### src/rtl/rec_cal_seq.sv
module rec_cal_seq #(
  parameter int NG    = 4,
  parameter int C_W   = 4,
  parameter int PH_W  = 2,
  parameter int T_W   = 4,
  parameter int P_W   = 3,
  parameter int PRE_W = 2,
  localparam int GRP_W  = $clog2(NG),
  localparam int LANE_W = GRP_W + 1,
  localparam int OP_W   = 3
) (
  input  logic                  clk,
  input  logic                  rst_n,
  input  logic                  start,
  input  logic [C_W-1:0]        cas_lat,
  input  logic                  alt_card,
  output logic                  norm_req,
  output logic [OP_W-1:0]       norm_op,
  output logic [GRP_W-1:0]      norm_grp,
  output logic [C_W-1:0]        norm_load_c,
  input  logic                  norm_ack,
  input  logic                  norm_err,
  input  logic [C_W-1:0]        norm_c,
  input  logic [PH_W-1:0]       norm_ph,
  input  logic [T_W-1:0]        norm_t,
  input  logic [P_W-1:0]        norm_p,
  output logic                  smp_arm,
  output logic [LANE_W-1:0]     smp_lane,
  output logic                  smp_rd_req,
  input  logic                  smp_rd_ack,
  output logic                  smp_lvl_req,
  input  logic                  smp_lvl_ack,
  input  logic                  smp_lvl,
  output logic                  busy,
  output logic                  done,
  output logic                  fail,
  output logic [NG*C_W-1:0]     res_coarse,
  output logic [NG*PRE_W-1:0]   res_pre,
  output logic [NG*PH_W-1:0]    res_phase,
  output logic [NG*T_W-1:0]     res_tap,
  output logic [NG*P_W-1:0]     res_fine
);

  localparam logic [OP_W-1:0] OP_LOAD  = 3'd0;
  localparam logic [OP_W-1:0] OP_QSTEP = 3'd1;
  localparam logic [OP_W-1:0] OP_QBACK = 3'd2;
  localparam logic [OP_W-1:0] OP_FINE  = 3'd3;
  localparam logic [OP_W-1:0] OP_FULLB = 3'd4;
  localparam logic [OP_W-1:0] OP_HALFB = 3'd5;
  localparam logic [OP_W-1:0] OP_TAP2  = 3'd6;
  localparam logic [OP_W-1:0] OP_TAP1  = 3'd7;
  localparam logic [GRP_W-1:0] LAST_G  = GRP_W'(NG - 1);

  typedef enum logic [2:0] {S_IDLE, S_STEP, S_ARM, S_RD, S_LVL, S_DEC, S_ALIGN} st_t;
  typedef enum logic [2:0] {PH_LOW, PH_CRS, PH_FIN, PH_PRE, PH_HALF, PH_TAPX} phs_t;

  st_t               st;
  phs_t              phs;
  logic              pass2;
  logic [GRP_W-1:0]  grp;
  logic              lane_sel;
  logic [1:0]        hi;
  logic [OP_W-1:0]   op;
  logic [C_W-1:0]    cas_q;
  logic              alt_q;
  logic              done_q;
  logic              fail_q;

  logic [C_W-1:0]    rc   [NG];
  logic [PRE_W-1:0]  rpre [NG];
  logic [PH_W-1:0]   rph  [NG];
  logic [T_W-1:0]    rt   [NG];
  logic [P_W-1:0]    rp   [NG];
  logic [C_W-1:0]    cmin;

  function automatic logic [LANE_W-1:0] alt_lane(input logic [GRP_W-1:0] g);
    case (int'(g))
      0:       alt_lane = LANE_W'(0);
      1:       alt_lane = LANE_W'(3);
      2:       alt_lane = LANE_W'(6);
      3:       alt_lane = LANE_W'(5);
      default: alt_lane = {g, 1'b0};
    endcase
  endfunction

  assign norm_req    = (st == S_STEP);
  assign norm_op     = op;
  assign norm_grp    = grp;
  assign norm_load_c = cas_q + C_W'(1);
  assign smp_arm     = (st == S_ARM);
  assign smp_rd_req  = (st == S_RD);
  assign smp_lvl_req = (st == S_LVL);
  assign smp_lane    = alt_q ? alt_lane(grp) : {grp, lane_sel};
  assign busy        = (st != S_IDLE);
  assign done        = done_q;
  assign fail        = fail_q;

  always_comb begin
    cmin = rc[0];
    for (int g = 1; g < NG; g++)
      if (rc[g] < cmin) cmin = rc[g];
  end

  for (genvar g = 0; g < NG; g++) begin : g_res
    assign res_coarse[g*C_W +: C_W]     = rc[g];
    assign res_pre[g*PRE_W +: PRE_W]    = rpre[g];
    assign res_phase[g*PH_W +: PH_W]    = rph[g];
    assign res_tap[g*T_W +: T_W]        = rt[g];
    assign res_fine[g*P_W +: P_W]       = rp[g];
  end

  always_ff @(posedge clk or negedge rst_n) begin
    if (!rst_n) begin
      st       <= S_IDLE;
      phs      <= PH_LOW;
      pass2    <= 1'b0;
      grp      <= '0;
      lane_sel <= 1'b0;
      hi       <= '0;
      op       <= OP_LOAD;
      cas_q    <= '0;
      alt_q    <= 1'b0;
      done_q   <= 1'b0;
      fail_q   <= 1'b0;
      for (int g = 0; g < NG; g++) begin
        rc[g]   <= '0;
        rpre[g] <= '0;
        rph[g]  <= '0;
        rt[g]   <= '0;
        rp[g]   <= '0;
      end
    end else begin
      done_q <= 1'b0;
      case (st)
        S_IDLE: if (start) begin
          cas_q  <= cas_lat;
          alt_q  <= alt_card;
          fail_q <= 1'b0;
          grp    <= '0;
          op     <= OP_LOAD;
          phs    <= PH_LOW;
          pass2  <= 1'b0;
          st     <= S_STEP;
        end
        S_STEP: if (norm_ack) begin
          if (norm_err) begin
            fail_q <= 1'b1;
            st     <= S_IDLE;
          end else if (phs == PH_HALF && alt_q) begin
            op  <= OP_TAP1;
            phs <= PH_TAPX;
          end else if (phs == PH_HALF || phs == PH_TAPX) begin
            rc[grp]   <= norm_c;
            rph[grp]  <= norm_ph;
            rt[grp]   <= norm_t;
            rp[grp]   <= norm_p;
            rpre[grp] <= '0;
            if (grp == LAST_G) begin
              st <= S_ALIGN;
            end else begin
              grp   <= grp + GRP_W'(1);
              op    <= OP_LOAD;
              phs   <= PH_LOW;
              pass2 <= 1'b0;
            end
          end else begin
            lane_sel <= 1'b0;
            st       <= S_ARM;
          end
        end
        S_ARM: st <= S_RD;
        S_RD:  if (smp_rd_ack) st <= S_LVL;
        S_LVL: if (smp_lvl_ack) begin
          hi[lane_sel] <= smp_lvl;
          if (!lane_sel) begin
            lane_sel <= 1'b1;
            st       <= S_ARM;
          end else begin
            st <= S_DEC;
          end
        end
        S_DEC: begin
          st <= S_STEP;
          case (phs)
            PH_LOW:
              if (|hi) op <= OP_QSTEP;
              else begin op <= OP_TAP2; phs <= PH_CRS; end
            PH_CRS:
              if (|hi) begin op <= OP_QBACK; phs <= PH_FIN; end
              else op <= OP_QSTEP;
            PH_FIN:
              if (!(&hi)) op <= OP_FINE;
              else if (!pass2) begin op <= OP_QSTEP; phs <= PH_PRE; end
              else begin op <= OP_HALFB; phs <= PH_HALF; end
            PH_PRE:
              if (|hi) op <= OP_FULLB;
              else begin op <= OP_TAP2; phs <= PH_CRS; pass2 <= 1'b1; end
            default: op <= op;
          endcase
        end
        S_ALIGN: begin
          for (int g = 0; g < NG; g++) begin
            rpre[g] <= PRE_W'(rc[g] - cmin);
            rc[g]   <= cmin;
          end
          done_q <= 1'b1;
          st     <= S_IDLE;
        end
        default: st <= S_IDLE;
      endcase
    end
  end

endmodule

### config.mk
export PLATFORM = sky130hd
export DESIGN_NAME = rec_cal_seq
export DESIGN_NICKNAME = d
export VERILOG_FILES = /design/src/rtl/rec_cal_seq.sv
export SDC_FILE = /design/constraint.sdc
export NUM_CORES = 1
export LEC_CHECK = 0
export ABC_AREA = 1
export BUFFER_PORTS_ARGS = -buffer_cell sky130_fd_sc_hd__buf_4
export CAP_MARGIN = 30
export CORE_AREA = 2 2 93 95
export CTS_CLUSTER_SIZE = 8
export DETAILED_ROUTE_END_ITERATION = 10
export DIE_AREA = 0 0 95 97
export GPL_ROUTABILITY_DRIVEN = 1
export PLACE_DENSITY = 0.79
export SYNTH_ARGS = -nofsm -noshare
export SYNTH_HDL_FRONTEND = slang
export SYNTH_SLANG_ARGS = --single-unit
### constraint.sdc
create_clock -name clk -period 4.2 [get_ports clk]
set_input_delay 0 -clock clk [delete_from_list [all_inputs] [get_ports clk]]
set_output_delay 0 -clock clk [all_outputs]
set_load 0.02 [all_outputs]
# Word level (Yosys, flattened, before mapping)
# Index checks and enable logic that the tools add are counted.
dict set report totals {
  output_inout_bits 79
  word_cells 196
  ff_bits 82
}
dict set report classes {
  bitwise 5
  muxes 86
  addsub 6
  eq_ne 35
  order_cmp 7
  reduce_logical 26
}
# cell count
set ops {}
lappend ops {{$mux W3} 27}
lappend ops {{$mux W16} 4}
lappend ops {{$bwmux W16} 2}
lappend ops {{$mux W8} 4}
lappend ops {{$pmux W16 S2} 1}
lappend ops {{$pmux W3 S3} 3}
lappend ops {{$pmux W3 S4} 2}
lappend ops {{$mux W2} 9}
lappend ops {{$pmux W3 S6} 1}
lappend ops {{$mux W1} 17}
lappend ops {{$mux W4} 4}
lappend ops {{$pmux W8 S2} 1}
lappend ops {{$eq A3 B3 Y1 const B} 5}
lappend ops {{$ne A3 B3 Y1 const B} 5}
lappend ops {{$ne A2 B2 Y1 const B} 7}
lappend ops {{$reduce_and A7 Y1} 2}
lappend ops {{$bwmux W12} 1}
lappend ops {{$eq A3 B2 Y1 const B} 4}
lappend ops {{$lt A4 B4 Y1} 3}
lappend ops {{$reduce_and A6 Y1} 2}
lappend ops {{$ne A2 B1 Y1 const B} 5}
lappend ops {{$reduce_and A10 Y1} 1}
lappend ops {{$reduce_and A5 Y1} 2}
lappend ops {{$reduce_and A9 Y1} 1}
lappend ops {{36 further kinds} 52}

# Depth between registers and ports, before layout
# Gate-level depths: netlist of run 1.
dict set report depth {
  ltp_word 12
  ltp_mapped 32
}

# Worst setup path after synthesis of run 1
# OpenSTA, ideal clock, no wires.
dict set report synth_timing {
  path_type {flip-flop to flip-flop}
  startpoint {reg rc, in the netlist res_coarse[3]}
  endpoint {reg rpre, in the netlist res_pre[5]}
  t_arrival_ns 3.704
  stages_incl_launch_ff 25
  setup_slack_ns 0.379
  synth_period_minus_slack_ns 3.821
  setup_time_ns 0.117
  path_buffers 0
  path_cell_list {dfrtp_1 -> inv_1 -> ha_1 -> a21oi_4 -> nand2_4 -> o21ai_0 -> ha_1 -> inv_1 -> nor2_1 -> nand2_1 -> inv_1 -> nand2_2 -> nand2_4 -> nand2_1 -> o21ai_0 -> ha_1 -> a21oi_1 -> nand3_1 -> and2_1 -> ha_1 -> xor2_1 -> inv_1 -> nand3_1 -> nand3_1 -> nand2_1}
}
dict set report synth_via {
  elab_chain_len 8
}
# item line
set synth_lines {}
lappend synth_lines {{start: declaration} 69} ;# logic [C_W-1:0] rc [NG];
lappend synth_lines {{start signal: indexed assignment} 153} ;# rc[grp] <= norm_c;
lappend synth_lines {{start signal: indexed assignment} 204} ;# rc[g] <= cmin;
lappend synth_lines {{$lt A4 B4 Y1} 101} ;# if (rc[g] < cmin) cmin = rc[g];
lappend synth_lines {{$mux W4 *} 101}
lappend synth_lines {{$lt A4 B4 Y1} 101}
lappend synth_lines {{$mux W4 *} 101}
lappend synth_lines {{$lt A4 B4 Y1} 101}
lappend synth_lines {{$mux W4 *} 101}
lappend synth_lines {{$sub A2 B2 Y2 *} 203} ;# rpre[g] <= PRE_W'(rc[g] - cmin);
lappend synth_lines {{$pmux W8 S2 *} 134} ;# case (st)
lappend synth_lines {{end signal: indexed assignment} 203}
lappend synth_lines {{end: declaration} 70} ;# logic [PRE_W-1:0] rpre [NG];
# Mark *: on every way between the ends. The rest lies on a longest branch, timed or not.
# A chain may end at the register's enable or synchronous reset.

# Final worst setup path of run 1
dict set report layout_timing {
  startpoint {reg rc, in the netlist res_coarse[1]}
  endpoint {reg rpre, in the netlist res_pre[3]}
}
# The elaborated chain is that of the path after synthesis.

==> results of run 1 <==
registers in the layout, indices dropped and copies added, names as in the netlist:
name	count
alt_q	1
pass2	1
done	1
hi	2
fail	1
res_pre	8
res_coarse	16
res_tap	16
res_fine	12
norm_grp	2
st	3
phs	3
cas_q	4
lane_sel	1
res_phase	8
norm_op	3
where the power goes:
group	switching, mW	total (mW)	internal [mW]
clock	0.305	0.645	0.340
sequential	0.208	1.18	0.977
combinational	1.47	2.34	0.876
total	1.98	4.17	2.19
worst reg2reg max path: cells and delay by family, from the launching register on:
family / cells / cell delay (ps)
buffers and inverters: 6 / 390
AOI/OAI and AO/OA: 2 / 270
xor gates and xnor gates: 1 / 150
DFF: 1 / 440
and+or+nand+nor: 18 / 1410
adders and majority gates: 4 / 1080
routing by layer:
metal,wire (um),global-route usage (%)
met1,4940,35.9
met3,847,5.06
met4,247,7.92
met5,0,0
met2,5770,43.1
kinds of logic (layout without fill, tap and decap cells):
| group | count (synthesis) | after routing |
|---|---|---|
| compound gates | 116 | 116 |
| xor+xnor | 5 | 5 |
| fa+ha+maj | 18 | 18 |
| buf+inv | 85 | 224 |
| flops | 82 | 82 |
| simple gates | 226 | 226 |
cell type report:
cell class | count | area (um2)
sequential | 82 | 2050
inverter | 80 | 300
tap | 105 | 131
clock inverter | 5 | 85.1
timing repair buffer | 128 | 1040
multi-input combinational | 365 | 1960
clock buffer | 11 | 131
fill | 644 | 2440
synthesized netlist by cell type, types with 2 or more instances:
library cell | instances | share of area, %
o22ai_1 | 2 | 0.29
nand2_2 | 12 | 1.7
dfrtp_1 | 82 | 47
o2111ai_1 | 2 | 0.41
inv_1 | 76 | 6.6
xnor2_1 | 3 | 0.61
nand2_1 | 111 | 9.6
nand3_1 | 29 | 3.4
clkbuf_1 | 4 | 0.35
nor3_1 | 7 | 0.81
nand2_4 | 5 | 1.3
ha_1 | 18 | 5.2
nor4_1 | 2 | 0.29
inv_2 | 4 | 0.35
nor2_4 | 3 | 0.78
nand3_2 | 3 | 0.70
xor2_1 | 2 | 0.41
o21ai_0 | 64 | 7.4
a21oi_1 | 34 | 3.9
a31oi_1 | 5 | 0.72
nor2_1 | 49 | 4.3
o21ai_1 | 2 | 0.23
metrics by stage:
| stage | total power, mW | hold WS (ps) | cells | worst slack, ps | util (%) |
|---|---|---|---|---|---|
| after global placement | 3.40 | 204 | 737 | 391 | 64.1 |
| after CTS | 4.13 | 4.71 | 776 | 175 | 69.9 |
| final | 4.17 | -9.28 | 776 | 352 | 70.0 |
| after floorplan | 2.76 | -296 | 532 | 379 | - |
| after detailed placement | 3.47 | 6.80 | 739 | 218 | 64.6 |
| after global routing | 4.49 | 14.0 | 776 | 15.6 | 70.0 |
worst min path at each step:
stage / from / to / slack, ps / depth (start not counted)
2_1_floorplan: rst_n / alt_q / -300 / 0
3_3_place_gp: cas_lat[3] / cas_q[3] / 200 / 3
3_5_place_dp: rst_n / norm_op[2] / 7 / 1
4_1_cts: norm_c[2] / res_coarse[6] / 5 / 3
5_1_grt: norm_c[2] / res_coarse[2] / 10 / 3
6_report: norm_c[2] / res_coarse[6] / -9 / 3
timing repair:
| item | CTS | global route |
|---|---|---|
| hold buffers | 21 | 0 |
| setup endpoints to repair | 0 | 4 |
| gates resized for setup | 0 | 5 |
| endpoints found under the hold margin | 81 | 0 |
==> impl_metrics.yaml, run 1 <==
status:
  outcome: "complete, but fails checks"
  violations: "hold timing"
finish:
  mostFrequentLayoutCells: "111 x nand2_1, 105 x buf_4, 82 x dfrtp_1"
  drive_gt1_share_pct: 23.4
  syn_to_final_growth_pct: 31.8
  nets: 710
  n_antenna_cell: 0
  fin_area_um2: 5690
  layout_commonest_cell: "nand2_1"
critical_path:
  cpMostUsedCell: "nand2_1"
  r2r_cells: 31
  cp_slowest_stage_delay_ps: 440
  cp.depth: 31
  ff2ff_setup_slack_ps: 350
  criticalPathCategory: "flip-flop to flip-flop"
  critical_path.endpoint: "res_pre[3]"
  cp-start-kind: "flip-flop"
  critPathLaunch: "res_coarse[1]"
  critPathTopFamily: "simple AND/OR/NAND/NOR gates"
  r2r_start: "res_coarse[1]"
  setup.worst_path.end_class: "flip-flop"
  crit_slowest_cell: "dfrtp_1"
  regToRegEndpoint: "res_pre[3]"
  crit_buf_inv: 6
  cp.arrival_ps: 4110
  critPathMaxFanout: 6
  worstPathRequired_ps: 4470
floorplan:
  rows: 33
  fp.dieW_um: 95
  start_util_pct: 53.1
  die_h_um: 97
  core_area_um2: 8130
  die_area_um2: 9220
  ioPinCount: 105
yosys:
  ys_ff_latch: 82
  synthMuxAreaShare_pct: 0
  synth_compound_area_share_pct: 14.7
  synth_top_family_by_area: "simple AND/OR/NAND/NOR gates"
  yosys.cell_types.count: 35
  synthArstFlopShare_pct: 100
  syn_inst: 532
  yosys.area_share.simple_pct: 24.0
  synth_edf_count: 0
  syn_avg_cell_area_um2: 8.12
  synth_area_um2: 4320
  synth_fa_ha_area_share_pct: 5.21
  synth_nets: 576
  synth_flop_cell: "dfrtp_1"
  synth_warnings: 0
  synth_seq_area_share_pct: 47.5
  synth_xor_area_share_pct: 1.01
timing:
  period_needed_ps: 3850
  finClkSkew_ps: 10.7
  max_slew_margin_pct: 62.3
  setup_viol: 0
  fin_tns_setup_ps: 0
  tightest_slew_ps: 563
  finalHoldViolations: 2
  holdWs_ps: -9.28
  fin_crit_sh_pct: 91.6
  drv_slew: 0
  max_freq_mhz: 260
  rsz0062_at_grt: "no"
clock_network:
  htreeDepth: 3
  clock_latency_ps: 360
  post_cts_buffers: 0
  cts_root_buf: "clkbuf_8"
  cts_tree: "built"
  clkSinkCount: 82
  cts_buffer_depth: 2
  cts_buffers: 9
  clkTransAtPathRegs_ps: 90
drt:
  dr.pass1.iters: 5
  vias: 4146
  final_antenna_net_count: 0
  drc: 0
  drt_iter0_drc: 258
  vias_per_cell: 5.34
  routedWlPerCell_um: 15.2
  route.final.wire_length_um: 11800
global_routing:
  antenna_found_initial: 0
  grt_use_total_pct: 26.5
  grt_pass1_vias: 4066
  grt_pass1_wl_um: 19300
  grt_start_max_net_pins: 47
  grt-ovfl-total: 0
power:
  p_leak_nw: 2.95
  peakVddDrop_v: 0.000332
  p_per_area_nw_per_um2: 733
placed_design:
  gp_congestion: 0.940
  io_buffers: 104
  placed_area_um2: 5260
  dpl.hpwl_um: 8830
run:
  drv_cap: 0
hold_path:
  hp-class: "input pin to flip-flop"
No activity file was read; power rests on OpenSTA's default activity.
==> run 2: changes to the inputs <==
- GPL_TIMING_DRIVEN: not set -> 0
- MAX_ROUTING_LAYER: not set -> met4
==> impl_metrics.yaml, run 2 (synthesized netlist as in run 1, its figures left out) <==
timing:
  finClkSkew_ps: 10.4
  drv_slew: 0
  setup_viol: 0
  tightest_slew_ps: 565
  rsz0062_at_grt: "no"
  layout_setup_ws_ps: 350
  fin_crit_sh_pct: 91.7
  finalHoldViolations: 0
  period_needed_ps: 3850
  max_freq_mhz: 260
  max_slew_margin_pct: 62.2
critical_path:
  cp.arrival_ps: 4140
  r2r_cells: 31
  critPathMaxFanout: 6
  cp-start-kind: "flip-flop"
  worstPathRequired_ps: 4490
  criticalPathCategory: "flip-flop to flip-flop"
  setup.worst_path.end_class: "flip-flop"
  cpMostUsedCell: "nand2_1"
  crit_slowest_cell: "dfrtp_2"
  cp_slowest_stage_delay_ps: 430
floorplan:
  core_area_um2: 8130
  fp.dieW_um: 95
  start_util_pct: 53.1
  die_h_um: 97
  ioPinCount: 105
  rows: 33
  die_area_um2: 9220
finish:
  syn_to_final_growth_pct: 31.8
  drive_gt1_share_pct: 23.0
  nets: 714
  mostFrequentLayoutCells: "111 x nand2_1, 104 x buf_4, 81 x dfrtp_1"
  layout_commonest_cell: "nand2_1"
  fin_area_um2: 5690
  n_antenna_cell: 0
  fillCellCount: 629
drt:
  dr.pass1.iters: 5
  vias: 4103
  drt_iter0_drc: 268
  route.final.wire_length_um: 11500
  drc: 0
  vias_per_cell: 5.26
  final_antenna_net_count: 0
  routedWlPerCell_um: 14.8
clock_network:
  clock_latency_ps: 360
  cts_tree: "built"
  cts_root_buf: "clkbuf_8"
  htreeDepth: 3
  cts_buffers: 9
  clkSinkCount: 82
  clkTransAtPathRegs_ps: 90
  cts_buffer_depth: 2
  post_cts_buffers: 0
global_routing:
  grt_pass1_wl_um: 19400
  grt_pass1_vias: 4129
  antenna_found_initial: 0
  grt_use_total_pct: 27.4
  grt-ovfl-total: 0
  grt_start_max_net_pins: 47
hold_path:
  worstHoldPathCells: 4
  hp-class: "input pin to flip-flop"
placed_design:
  dpl.hpwl_um: 8610
  placed_area_um2: 5260
  pre_cts_ws_ps: -4.73
  io_buffers: 104
  gp_congestion: 1.02
run:
  drv_cap: 0
power:
  p_per_area_nw_per_um2: 717
  p_leak_nw: 2.94
  peakVddDrop_v: 0.000295
status:
  outcome: "finished clean"
run 2: cell count changes in the layout (fill, tap and decap cells not counted), sizes merged:
cell         delta
bufinv          -1
buf             -2
inv             +1
clkbuf          +4
dlygate4sd3     +1
clkinv          +1
run 2: stage by stage:
stage               total power [mW]  hold slack, ps  util [%]  instances  TNS (ps)
floorplan                       2.76            -296         -        532         0
global route                    4.43            96.7      70.0        780         0
detailed placement              3.44            5.60      64.7        742     -4.73
global placement                3.36             205      64.3        741         0
CTS                             4.06            34.4      69.9        780         0
finish                          4.08            49.7      70.0        780         0
run 2: area by class of cell:
class                           instances  area (um2)  area share [%]
Timing Repair Buffer                  127        1030            18.1
Sequential cell                        82        2050            36.1
Inverter                               80         300            5.27
Clock inverter                          6        72.6            1.27
Clock buffer                           10         128            2.24
Buffer                                  5        28.8           0.505
Tap cell                              105         131            2.31
Multi-Input combinational cell        365        1950            34.3
run 2: final timing paths:
check	from	endpoint	slack [ps]
min in group asynchronous	rst_n	norm_op[2]	140
worst min register to register	res_phase[4]	res_phase[4]	490
worst min-delay path	norm_err	st[2]	50
max in group asynchronous	rst_n	res_tap[1]	3460
worst max-delay path	res_coarse[1]	res_pre[1]	350
worst max register to register	res_coarse[1]	res_pre[1]	350
run 2: repair_timing:
action,CTS,global route
endpoints found under the setup margin,3,5
pin swaps,0,0
hold endpoints to repair,88,0
hold buffers,22,0
gates resized for setup,1,4
run 2: routing by layer:
layer  GRT usage (%)  vias to the layer above  share of wire (%)
li1                -                     2008                  -
met1            35.3                     1937                 43
met2            43.8                      143                 50
met3            5.14                       15                5.8
met4            8.81                        0                1.4
met5               -                        -                  0
run 2: power breakdown:
| group | total [mW] | internal [mW] | leakage [nW] | switching [mW] |
|---|---|---|---|---|
| clock network | 0.594 | 0.283 | 0.0979 | 0.311 |
| registers | 1.18 | 0.977 | 1.05 | 0.200 |
| logic | 2.31 | 0.858 | 1.80 | 1.45 |
| total | 4.08 | 2.12 | 2.94 | 1.96 |
run 2: worst max-delay path, delay by kind of cell, from the launching register on:
family / cells / cell delay (ps)
AOI/OAI and AO/OA: 2 / 290
and+or+nand+nor: 18 / 1400
DFF: 1 / 430
buffers and inverters: 6 / 390
xor gates and xnor gates: 1 / 210
adders and majority gates: 4 / 1050
